File: config.mk
export PLATFORM = sky130hd
export DESIGN_NAME = seq_stepper
export DESIGN_NICKNAME = d
export VERILOG_FILES = /design/src/rtl/seq_stepper_pkg.sv /design/src/rtl/seq_cfg_regs.sv /design/src/rtl/seq_step_sel.sv /design/src/rtl/seq_fsm.sv /design/src/rtl/seq_stepper.sv
export SDC_FILE = /design/constraint.sdc
export NUM_CORES = 1
export LEC_CHECK = 0
export ABC_AREA = 1
export BUFFER_PORTS_ARGS = -buffer_cell sky130_fd_sc_hd__buf_4
export CELL_PAD_IN_SITES_DETAIL_PLACEMENT = 1
export CELL_PAD_IN_SITES_GLOBAL_PLACEMENT = 1
export CORE_ASPECT_RATIO = 1.25
export CORE_MARGIN = 10
export CORE_UTILIZATION = 35
export CTS_CLUSTER_DIAMETER = 150
export DETAILED_ROUTE_END_ITERATION = 6
export GPL_ROUTABILITY_DRIVEN = 1
export PLACE_DENSITY_LB_ADDON = 0.08
export SLEW_MARGIN = 20
export SYNTH_ARGS = -nofsm -noshare
export SYNTH_HDL_FRONTEND = slang
export SYNTH_SLANG_ARGS = --single-unit
export TNS_END_PERCENT = 5
File: constraint.sdc
create_clock -name clk -period 3.8 [get_ports clk]
set_input_delay 0 -clock clk [delete_from_list [all_inputs] [get_ports clk]]
set_output_delay 0 -clock clk [all_outputs]
set_load 0.005 [all_outputs]
File: src/rtl/seq_stepper_pkg.sv
package seq_stepper_pkg;

   typedef enum logic [1:0] {
      ST_IDLE      = 2'd0,
      ST_REQUEST   = 2'd1,
      ST_WAIT_DONE = 2'd2,
      ST_PUSH      = 2'd3
   } stp_state_e;

   localparam int unsigned GRP_W      = 4;
   localparam int unsigned CTL_DIFF_B = 0;
   localparam int unsigned CTL_END_B  = 1;
   localparam int unsigned CTL_IE_B   = 2;
   localparam int unsigned CTL_TEMP_B = 3;

   typedef struct packed {
      logic temp;
      logic ie;
      logic last;
      logic diff;
   } step_attr_t;

   function automatic logic [31:0] chan_mask(input int unsigned steps,
                                             input int unsigned ch_w);
      logic [31:0] m;
      m = '0;
      for (int s = 0; s < int'(steps); s++) begin
         for (int b = 0; b < int'(ch_w); b++) begin
            m[s*GRP_W + b] = 1'b1;
         end
      end
      return m;
   endfunction

endpackage

File: src/rtl/seq_cfg_regs.sv
module seq_cfg_regs
   import seq_stepper_pkg::*;
#(
   parameter int unsigned REG_W     = 16,
   parameter int unsigned NUM_STEPS = 4,
   parameter int unsigned CH_W      = 2
) (
   input  logic             clk,
   input  logic             rst_n,
   input  logic             mux_wr_en,
   input  logic [REG_W-1:0] mux_wr_data,
   input  logic             ctl_wr_en,
   input  logic [REG_W-1:0] ctl_wr_data,
   output logic [REG_W-1:0] mux_q,
   output logic [REG_W-1:0] ctl_q
);

   localparam logic [31:0]      MASK32   = chan_mask(NUM_STEPS, CH_W);
   localparam logic [REG_W-1:0] MUX_MASK = MASK32[REG_W-1:0];
   localparam int unsigned      CTL_BITS = NUM_STEPS * GRP_W;

   logic [REG_W-1:0] ctl_mask;

   generate
      if (CTL_BITS >= REG_W) begin : g_ctl_full
         assign ctl_mask = '1;
      end else begin : g_ctl_part
         assign ctl_mask = {{(REG_W-CTL_BITS){1'b0}}, {CTL_BITS{1'b1}}};
      end
   endgenerate

   always_ff @(posedge clk or negedge rst_n) begin
      if (!rst_n) begin
         mux_q <= '0;
      end else if (mux_wr_en) begin
         mux_q <= mux_wr_data & MUX_MASK;
      end
   end

   always_ff @(posedge clk or negedge rst_n) begin
      if (!rst_n) begin
         ctl_q <= '0;
      end else if (ctl_wr_en) begin
         ctl_q <= ctl_wr_data & ctl_mask;
      end
   end

endmodule

File: src/rtl/seq_step_sel.sv
module seq_step_sel
   import seq_stepper_pkg::*;
#(
   parameter int unsigned REG_W     = 16,
   parameter int unsigned NUM_STEPS = 4,
   parameter int unsigned CH_W      = 2,
   parameter bit          SNAPSHOT  = 1'b1,
   localparam int unsigned STEP_W   = (NUM_STEPS > 1) ? $clog2(NUM_STEPS) : 1
) (
   input  logic              clk,
   input  logic              rst_n,
   input  logic              load,
   input  logic [REG_W-1:0]  mux_live,
   input  logic [REG_W-1:0]  ctl_live,
   input  logic [STEP_W-1:0] step,
   output logic [CH_W-1:0]   chan,
   output step_attr_t        attr,
   output logic              no_end
);

   logic [REG_W-1:0] mux_src;
   logic [REG_W-1:0] ctl_src;

   generate
      if (SNAPSHOT) begin : g_shadow
         logic [REG_W-1:0] mux_sh;
         logic [REG_W-1:0] ctl_sh;
         always_ff @(posedge clk or negedge rst_n) begin
            if (!rst_n) begin
               mux_sh <= '0;
               ctl_sh <= '0;
            end else if (load) begin
               mux_sh <= mux_live;
               ctl_sh <= ctl_live;
            end
         end
         assign mux_src = mux_sh;
         assign ctl_src = ctl_sh;
      end else begin : g_live
         logic unused_load;
         assign unused_load = load;
         assign mux_src = mux_live;
         assign ctl_src = ctl_live;
      end
   endgenerate

   logic [CH_W-1:0]      chan_arr [NUM_STEPS];
   step_attr_t           attr_arr [NUM_STEPS];
   logic [NUM_STEPS-1:0] end_vec;

   for (genvar s = 0; s < int'(NUM_STEPS); s++) begin : g_step
      assign chan_arr[s]      = mux_src[s*GRP_W +: CH_W];
      assign attr_arr[s].diff = ctl_src[s*GRP_W + CTL_DIFF_B];
      assign attr_arr[s].ie   = ctl_src[s*GRP_W + CTL_IE_B];
      assign attr_arr[s].temp = ctl_src[s*GRP_W + CTL_TEMP_B];
      if (s == int'(NUM_STEPS) - 1) begin : g_tail
         assign attr_arr[s].last = 1'b1;
      end else begin : g_mid
         assign attr_arr[s].last = ctl_src[s*GRP_W + CTL_END_B];
      end
      assign end_vec[s] = ctl_src[s*GRP_W + CTL_END_B];
   end

   always_comb begin
      chan = chan_arr[step];
      attr = attr_arr[step];
   end

   assign no_end = ~|end_vec;

endmodule

File: src/rtl/seq_fsm.sv
module seq_fsm
   import seq_stepper_pkg::*;
#(
   parameter int unsigned NUM_STEPS = 4,
   parameter int unsigned RES_W     = 10,
   localparam int unsigned STEP_W   = (NUM_STEPS > 1) ? $clog2(NUM_STEPS) : 1
) (
   input  logic              clk,
   input  logic              rst_n,
   input  logic              trig,
   input  logic              conv_done,
   input  logic [RES_W-1:0]  conv_data,
   input  step_attr_t        attr,
   input  logic              no_end,
   output logic              load,
   output logic [STEP_W-1:0] step,
   output stp_state_e        state,
   output logic              conv_req,
   output logic              res_push,
   output logic [RES_W-1:0]  res_data,
   output logic              irq,
   output logic              cfg_err,
   output logic              busy
);

   localparam logic [STEP_W-1:0] LAST_IDX = STEP_W'(NUM_STEPS - 1);

   stp_state_e        state_q, state_d;
   logic [STEP_W-1:0] step_q, step_d;
   logic              pend_q;
   logic [RES_W-1:0]  data_q;
   logic              go;

   assign go = trig | pend_q;

   always_comb begin
      state_d = state_q;
      step_d  = step_q;
      load    = 1'b0;
      unique case (state_q)
         ST_IDLE: begin
            if (go) begin
               state_d = ST_REQUEST;
               step_d  = '0;
               load    = 1'b1;
            end
         end
         ST_REQUEST: begin
            state_d = ST_WAIT_DONE;
         end
         ST_WAIT_DONE: begin
            if (conv_done) begin
               state_d = ST_PUSH;
            end
         end
         ST_PUSH: begin
            if (attr.last) begin
               if (go) begin
                  state_d = ST_REQUEST;
                  step_d  = '0;
                  load    = 1'b1;
               end else begin
                  state_d = ST_IDLE;
               end
            end else begin
               state_d = ST_REQUEST;
               step_d  = step_q + STEP_W'(1);
            end
         end
         default: state_d = ST_IDLE;
      endcase
   end

   always_ff @(posedge clk or negedge rst_n) begin
      if (!rst_n) begin
         state_q <= ST_IDLE;
         step_q  <= '0;
         pend_q  <= 1'b0;
      end else begin
         state_q <= state_d;
         step_q  <= step_d;
         pend_q  <= load ? 1'b0 : (pend_q | trig);
      end
   end

   always_ff @(posedge clk or negedge rst_n) begin
      if (!rst_n) begin
         data_q <= '0;
      end else if (state_q == ST_WAIT_DONE && conv_done) begin
         data_q <= conv_data;
      end
   end

   assign step     = step_q;
   assign state    = state_q;
   assign conv_req = (state_q == ST_REQUEST);
   assign res_push = (state_q == ST_PUSH);
   assign res_data = data_q;
   assign irq      = res_push & attr.ie;
   assign cfg_err  = res_push & no_end & (step_q == LAST_IDX);
   assign busy     = (state_q != ST_IDLE);

endmodule

File: src/rtl/seq_stepper.sv
module seq_stepper
   import seq_stepper_pkg::*;
#(
   parameter int unsigned REG_W     = 16,
   parameter int unsigned NUM_STEPS = 4,
   parameter int unsigned CH_W      = 2,
   parameter int unsigned RES_W     = 10,
   parameter bit          SNAPSHOT  = 1'b1,
   localparam int unsigned STEP_W   = (NUM_STEPS > 1) ? $clog2(NUM_STEPS) : 1
) (
   input  logic              clk,
   input  logic              rst_n,
   input  logic              mux_wr_en,
   input  logic [REG_W-1:0]  mux_wr_data,
   input  logic              ctl_wr_en,
   input  logic [REG_W-1:0]  ctl_wr_data,
   output logic [REG_W-1:0]  mux_rd_data,
   output logic [REG_W-1:0]  ctl_rd_data,
   input  logic              trig,
   output logic              conv_req,
   output logic [CH_W-1:0]   conv_chan,
   output logic              conv_diff,
   output logic              conv_temp,
   input  logic              conv_done,
   input  logic [RES_W-1:0]  conv_data,
   output logic              res_push,
   output logic [RES_W-1:0]  res_data,
   output logic [STEP_W-1:0] res_step,
   output logic              irq,
   output logic              cfg_err,
   output logic              busy
);

   generate
      if (NUM_STEPS < 1 || NUM_STEPS * GRP_W > REG_W) begin : g_bad_steps
         $error("seq_stepper: NUM_STEPS groups do not fit in REG_W");
      end
      if (CH_W < 1 || CH_W > GRP_W) begin : g_bad_chw
         $error("seq_stepper: CH_W must lie in 1..4");
      end
      if (RES_W < 1) begin : g_bad_resw
         $error("seq_stepper: RES_W must be positive");
      end
      if (REG_W > 32) begin : g_bad_regw
         $error("seq_stepper: REG_W above 32 unsupported");
      end
   endgenerate

   logic [REG_W-1:0]  mux_q, ctl_q;
   logic              load;
   logic [STEP_W-1:0] step;
   step_attr_t        attr;
   logic              no_end;
   stp_state_e        fsm_state;

   seq_cfg_regs #(
      .REG_W     (REG_W),
      .NUM_STEPS (NUM_STEPS),
      .CH_W      (CH_W)
   ) u_regs (
      .clk         (clk),
      .rst_n       (rst_n),
      .mux_wr_en   (mux_wr_en),
      .mux_wr_data (mux_wr_data),
      .ctl_wr_en   (ctl_wr_en),
      .ctl_wr_data (ctl_wr_data),
      .mux_q       (mux_q),
      .ctl_q       (ctl_q)
   );

   seq_step_sel #(
      .REG_W     (REG_W),
      .NUM_STEPS (NUM_STEPS),
      .CH_W      (CH_W),
      .SNAPSHOT  (SNAPSHOT)
   ) u_sel (
      .clk      (clk),
      .rst_n    (rst_n),
      .load     (load),
      .mux_live (mux_q),
      .ctl_live (ctl_q),
      .step     (step),
      .chan     (conv_chan),
      .attr     (attr),
      .no_end   (no_end)
   );

   seq_fsm #(
      .NUM_STEPS (NUM_STEPS),
      .RES_W     (RES_W)
   ) u_fsm (
      .clk       (clk),
      .rst_n     (rst_n),
      .trig      (trig),
      .conv_done (conv_done),
      .conv_data (conv_data),
      .attr      (attr),
      .no_end    (no_end),
      .load      (load),
      .step      (step),
      .state     (fsm_state),
      .conv_req  (conv_req),
      .res_push  (res_push),
      .res_data  (res_data),
      .irq       (irq),
      .cfg_err   (cfg_err),
      .busy      (busy)
   );

   assign mux_rd_data = mux_q;
   assign ctl_rd_data = ctl_q;
   assign conv_diff   = attr.diff;
   assign conv_temp   = attr.temp;
   assign res_step    = step;

endmodule

Word level (Yosys, flattened, before mapping)
Cells that the tools add are included.

Bits in writable memories: 0. Input bits: 48. Memory bits (read-only): 0. Word-level logic and storage cells: 46. Output and inout bits: 53. Memories: 0. Latch bits: 0. Flip-flop bits (word level): 63.

Multiplexer cells: 18. Div/mod/pow operators: 0. Bitwise operators: 5. Magnitude comparators: 1. Multipliers: 0. Shift-type cells: 0. Reductions and logical operators: 7. Eq/ne operators: 6. Add/sub/neg operators: 1.

Operators with widths (number): 2-bit two-way mux (6); 4-bit binary-select mux with 2-bit select (1); 4-bit two-way mux (2); 2-bit case mux with 4 select lines (1); 2-bit equality test, second input constant (3); 1-bit two-way mux (5); 2-bit binary-select mux with 2-bit select (1); 2-bit case mux with 2 select lines (1); 2-bit nonzero test (2); 4-bit OR reduction (1); 1-bit AND (3); 3-bit greater-or-equal comparator, second input constant (1); 2-bit inverter with 3-bit output (1); 2-bit by 1-bit adder with 2-bit output, second input constant (1); 2-bit by 1-bit equality test with 1-bit output, second input constant (1); 2-bit zero test (1); 2-bit by 1-bit inequality test with 1-bit output, second input constant (1); 2-bit inequality test, second input constant (1); 1-bit case mux with 2 select lines (1); 2-bit AND reduction (1); 1-bit logical AND (1); 1-bit zero test (1); 1-bit OR (1).

Depth between registers and ports, before layout
Depth after elaboration: 7. Mapped depth: 9. Mapped depth without buffers: 8.

Cells and area by module
From an unflattened synthesis, not the netlist that was laid out.

Cell total of the unflattened synthesis: 325. Area, all modules: 2902.8 um2.

By module, submodules not included: seq_step_sel (instances 1, area each 1183.6 um2, sequential area each 600.6 um2, cells an instance 147); seq_cfg_regs (instances 1, area each 1007.2 um2, sequential area each 600.6 um2, cells an instance 111); seq_fsm (instances 1, area each 711.9 um2, sequential area each 375.4 um2, cells an instance 67).

Least setup slack after synthesis
No wires, ideal clock.

Kind: register to register. Start: reg u_fsm.state_q[0], in the netlist u_fsm.state[0]. End: reg u_sel.g_shadow.ctl_sh[5], in the netlist u_sel.ctl_src[5]. Cell stages (with the launch flop): 8. Path slack: 2317 ps. Buffers on the path: 1. Arrival: 1367 ps. Library setup time: 116 ps. Required time: 3684 ps. Period minus slack after synthesis: 1483 ps. Cells stage by stage: dfrtp_1 > inv_1 > ha_1 > nor2_2 > nand2_4 > buf_6 > nand2_1 > nand2_1.

Longest elaborated chain between the ends: 2. Elaborated cells on any way between the ends: 3. Classes of those cells: 1 x eq/ne; 1 x mux; 1 x reduce/logical.

Ends and longest elaborated chain: start: declaration (RTL line seq_fsm.sv:28) `stp_state_e state_q, state_d;`; start signal: assignment (RTL line seq_fsm.sv:80) `state_q <= state_d;`; 2-bit equality test or 2-bit zero test (tied branches) (RTL line seq_fsm.sv:40) `unique case (state_q)`; 1-bit case mux with 2 select lines (*) (RTL line seq_fsm.sv:40); end signal: assignment (RTL line seq_step_sel.sv:34) `ctl_sh <= ctl_live;`; end: declaration (RTL line seq_step_sel.sv:27) `logic [REG_W-1:0] ctl_sh;`.

Every way passes the cells marked *; elsewhere a longest branch is shown, timed or not. A chain may end at the register's enable or synchronous reset.

Final worst setup path
Start: reg u_fsm.state_q[0], in the netlist u_fsm.state[0]. End: reg u_sel.g_shadow.mux_sh[5].

Longest elaborated chain between the ends: 2. Elaborated cells on any way between the ends: 3. Classes of those cells: 1 x eq/ne; 1 x mux; 1 x reduce/logical.

Ends and longest elaborated chain: 2-bit equality test or 2-bit zero test (tied branches) (RTL line seq_fsm.sv:40); 1-bit case mux with 2 select lines (*) (RTL line seq_fsm.sv:40); end signal: assignment (RTL line seq_step_sel.sv:33) `mux_sh <= mux_live;`; end: declaration (RTL line seq_step_sel.sv:26) `logic [REG_W-1:0] mux_sh;`.

Marked as above.

==> impl_metrics.tcl <==
set metrics [dict create \
    status "finished, final reports clean" \
    std_cell_rows 36 \
    worstPathRequired_ns 4.03 \
    viasPerCell 4.80 \
    dpl.hpwl_mm 5.28 \
    cts_root_buf "clkbuf_8" \
    fill_cells 906 \
    antenna_cells 0 \
    grt_max_degree 64 \
    critPathLaunchType "flip-flop" \
    grt-ovfl-total 0 \
    start_util 0.358 \
    relSlewSlack 0.466 \
    wire_per_inst_um 16.2 \
    ir_drop_uv 284 \
    tritoncts.num_buffers 9 \
    die_y_um 120 \
    fmax_mhz 447 \
    finalCriticalPeriod_ns 2.24 \
    track_usage 0.138 \
    ys_seq_area_frac 0.566 \
    reg2reg_from "u_fsm.state[0]" \
    endpoint "u_sel.g_shadow.mux_sh[5]" \
    synth_common_cells "dfrtp_1, nand2_1, mux2_2, nand3_1, nor2_1" \
    grt_pass1_vias 2674 \
    clk_pin_slew_ns 0.07 \
    clock-skew-final_ns 0.00575 \
    reg2reg_setup_slack_ns 1.56 \
    placed_area_um2 3440 \
    cts_sinks 63 \
    drv_slew 0 \
    register_area_um2 1580 \
    grt_pass1_wl_mm 13.3 \
    synth_area_um2 2790 \
    nets 442 \
    post_cts_buffers 0 \
    core_um2 7790 \
    fin_area_um2 4090 \
    synth_top_area_share 0.566 \
    cap_violations 0 \
    vias 2348 \
    final_antenna_net_count 0 \
    synth_cells 263 \
    hold_class "input port to flip-flop" \
    synthArstFlopShare 1.00 \
    synthTopCellsByArea "dfrtp_1, mux2_2, nand2_1" \
    portBuffers 84 \
    drtPass1Iterations 6 \
    layout-drive-gt1-share 0.358 \
    drt_iter0_drc 51 \
    r2r-end "u_sel.g_shadow.mux_sh[5]" \
    cp-end-kind "flip-flop" \
    tightest_slew_ns 0.802 \
    yosysMostFrequentCell "dfrtp_1" \
    htree_levels 3 \
    crit_fanout 24 \
    p_leak_uw 0.00204 \
    finalSetupTns_ns 0 \
    utilization 0.525 \
    clk_latency_ns 0.34 \
    synth_edf_count 0 \
    die_x_um 99.8 \
    ys_ff_latch 63 \
    syn_avg_cell_area_um2 10.6 \
    antenna_found_initial 0 \
    power.density_nw_per_um2 705 \
    synth_warnings 0 \
    synth_cell_types 22 \
    yosys.area.top_type "dfrtp_1" \
    layout-area-overhead-vs-synth_pct 46.8 \
    drcViolationCount 0 \
    dieArea_um2 12000 \
    wirelength_mm 7.94 \
    cts_tree "done" \
    ff2ff_path_depth 7 \
    rsz0062_at_grt "no" \
    finalHoldViolCount 0 \
    crit_arrival_ns 2.47 \
    ys.flop_type "dfrtp_1" \
    multi_input_area_um2 1070 \
    clk_path_buf_depth 2 \
    post-route-period-util 0.588 \
    place_congestion 0.748 \
    pin_count 101 \
    finalSetupViolCount 0 \
    criticalPathCategory "flip-flop to flip-flop" \
    startpoint "u_fsm.state[0]" \
]
## repair_timing
| action | in CTS | in global routing |
|---|---|---|
| endpoints found under the hold margin | 98 | 0 |
| hold buffers | 42 | 0 |
| resized for setup | 0 | 0 |
| endpoints found under the setup margin | 0 | 0 |
## metrics by stage
stage,setup WS [ns],hold WS (ns),total power (uW),instances
2_1_floorplan,2.32,-0.296,1750,270
3_3_place_gp,1.60,0.158,2160,431
3_5_place_dp,1.56,0.153,2200,431
4_1_cts,1.54,0.00425,2930,489
5_1_grt,1.38,0.00352,3140,489
6_report,1.56,0.00656,2880,489
## per-layer routing
layer | part of all wire | track usage | vias up | wire, um
met5 | 0 | 0 | - | 0
met4 | 0.014 | 0.0512 | 0 | 108
met3 | 0.072 | 0.0517 | 10 | 569
met2 | 0.52 | 0.236 | 61 | 4150
met1 | 0.39 | 0.150 | 1166 | 3100
li1 | - | - | 1111 | -
## cells by family after synthesis
kind of cell,share of synthesized area
AND/OR/NAND/NOR,0.175
flip-flops,0.566
adder cells (fa/ha/maj),0.0224
buffers and inverters,0.0588
AO/OA/AOI/OAI,0.0395
multiplexers,0.137
other,0.00135
## report_power, final
group | total, uW | switching (uW) | internal (uW)
clock | 675 | 271 | 404
sequential | 1060 | 158 | 900
combinational | 1150 | 640 | 512
## registers in the layout, indices dropped and copies added (netlist names)
| register | count |
|---|---|
| u_regs.ctl_q | 16 |
| u_sel.ctl_src | 16 |
| u_fsm.res_data | 10 |
| u_regs.mux_q | 8 |
| u_sel.g_shadow.mux_sh | 8 |
| u_fsm.state | 2 |
| u_fsm.step | 2 |
| u_fsm.pend_q | 1 |
## cell usage in the layout, fill, tap and decap left out
cell type	count
buf_4	85
o21ai_0	13
nand2_1	62
inv_1	8
clkbuf_8	11
nand2_4	2
nor2_1	15
nor2_2	1
nand3_2	2
clkinv_2	1
o22ai_1	4
conb_1	8
clkinvlp_4	2
dlygate4sd3_1	42
a22oi_1	1
bufinv_16	2
ha_1	5
nor3_1	1
dfrtp_1	63
inv_2	1
a21oi_1	1
nand3_1	29
a21boi_0	1
mux2_2	34
## worst max-delay path, stage by stage, from the launching register on
cell	delay [ns]
dfrtp_1	0.42
inv_1	0.09
ha_1	0.36
nor2_2	0.54
buf_4	0.33
nand2_4	0.19
nand2_1	0.13
nand2_1	0.06
## area by class of cell
type	count	area share
flip-flops and latches	63	0.385
multi-input cells	179	0.262
repair buffers	127	0.259
clock buffers	11	0.0370
well taps	95	0.0290
clock inverters	5	0.0196
inverters	9	0.00825
## worst min-delay path by stage
stage	from	to	slack [ns]	cells after the start
finish	mux_wr_en	u_regs.mux_q[0]	0.007	2
global route	mux_wr_en	u_regs.mux_q[4]	0.004	2
CTS	mux_wr_en	u_regs.mux_q[0]	0.004	2
detailed placement	rst_n	u_regs.mux_q[8]	0.15	1
global placement	rst_n	u_regs.mux_q[9]	0.16	1
floorplan	rst_n	u_fsm.pend_q	-0.30	0
(Power assumes the default switching activity.)
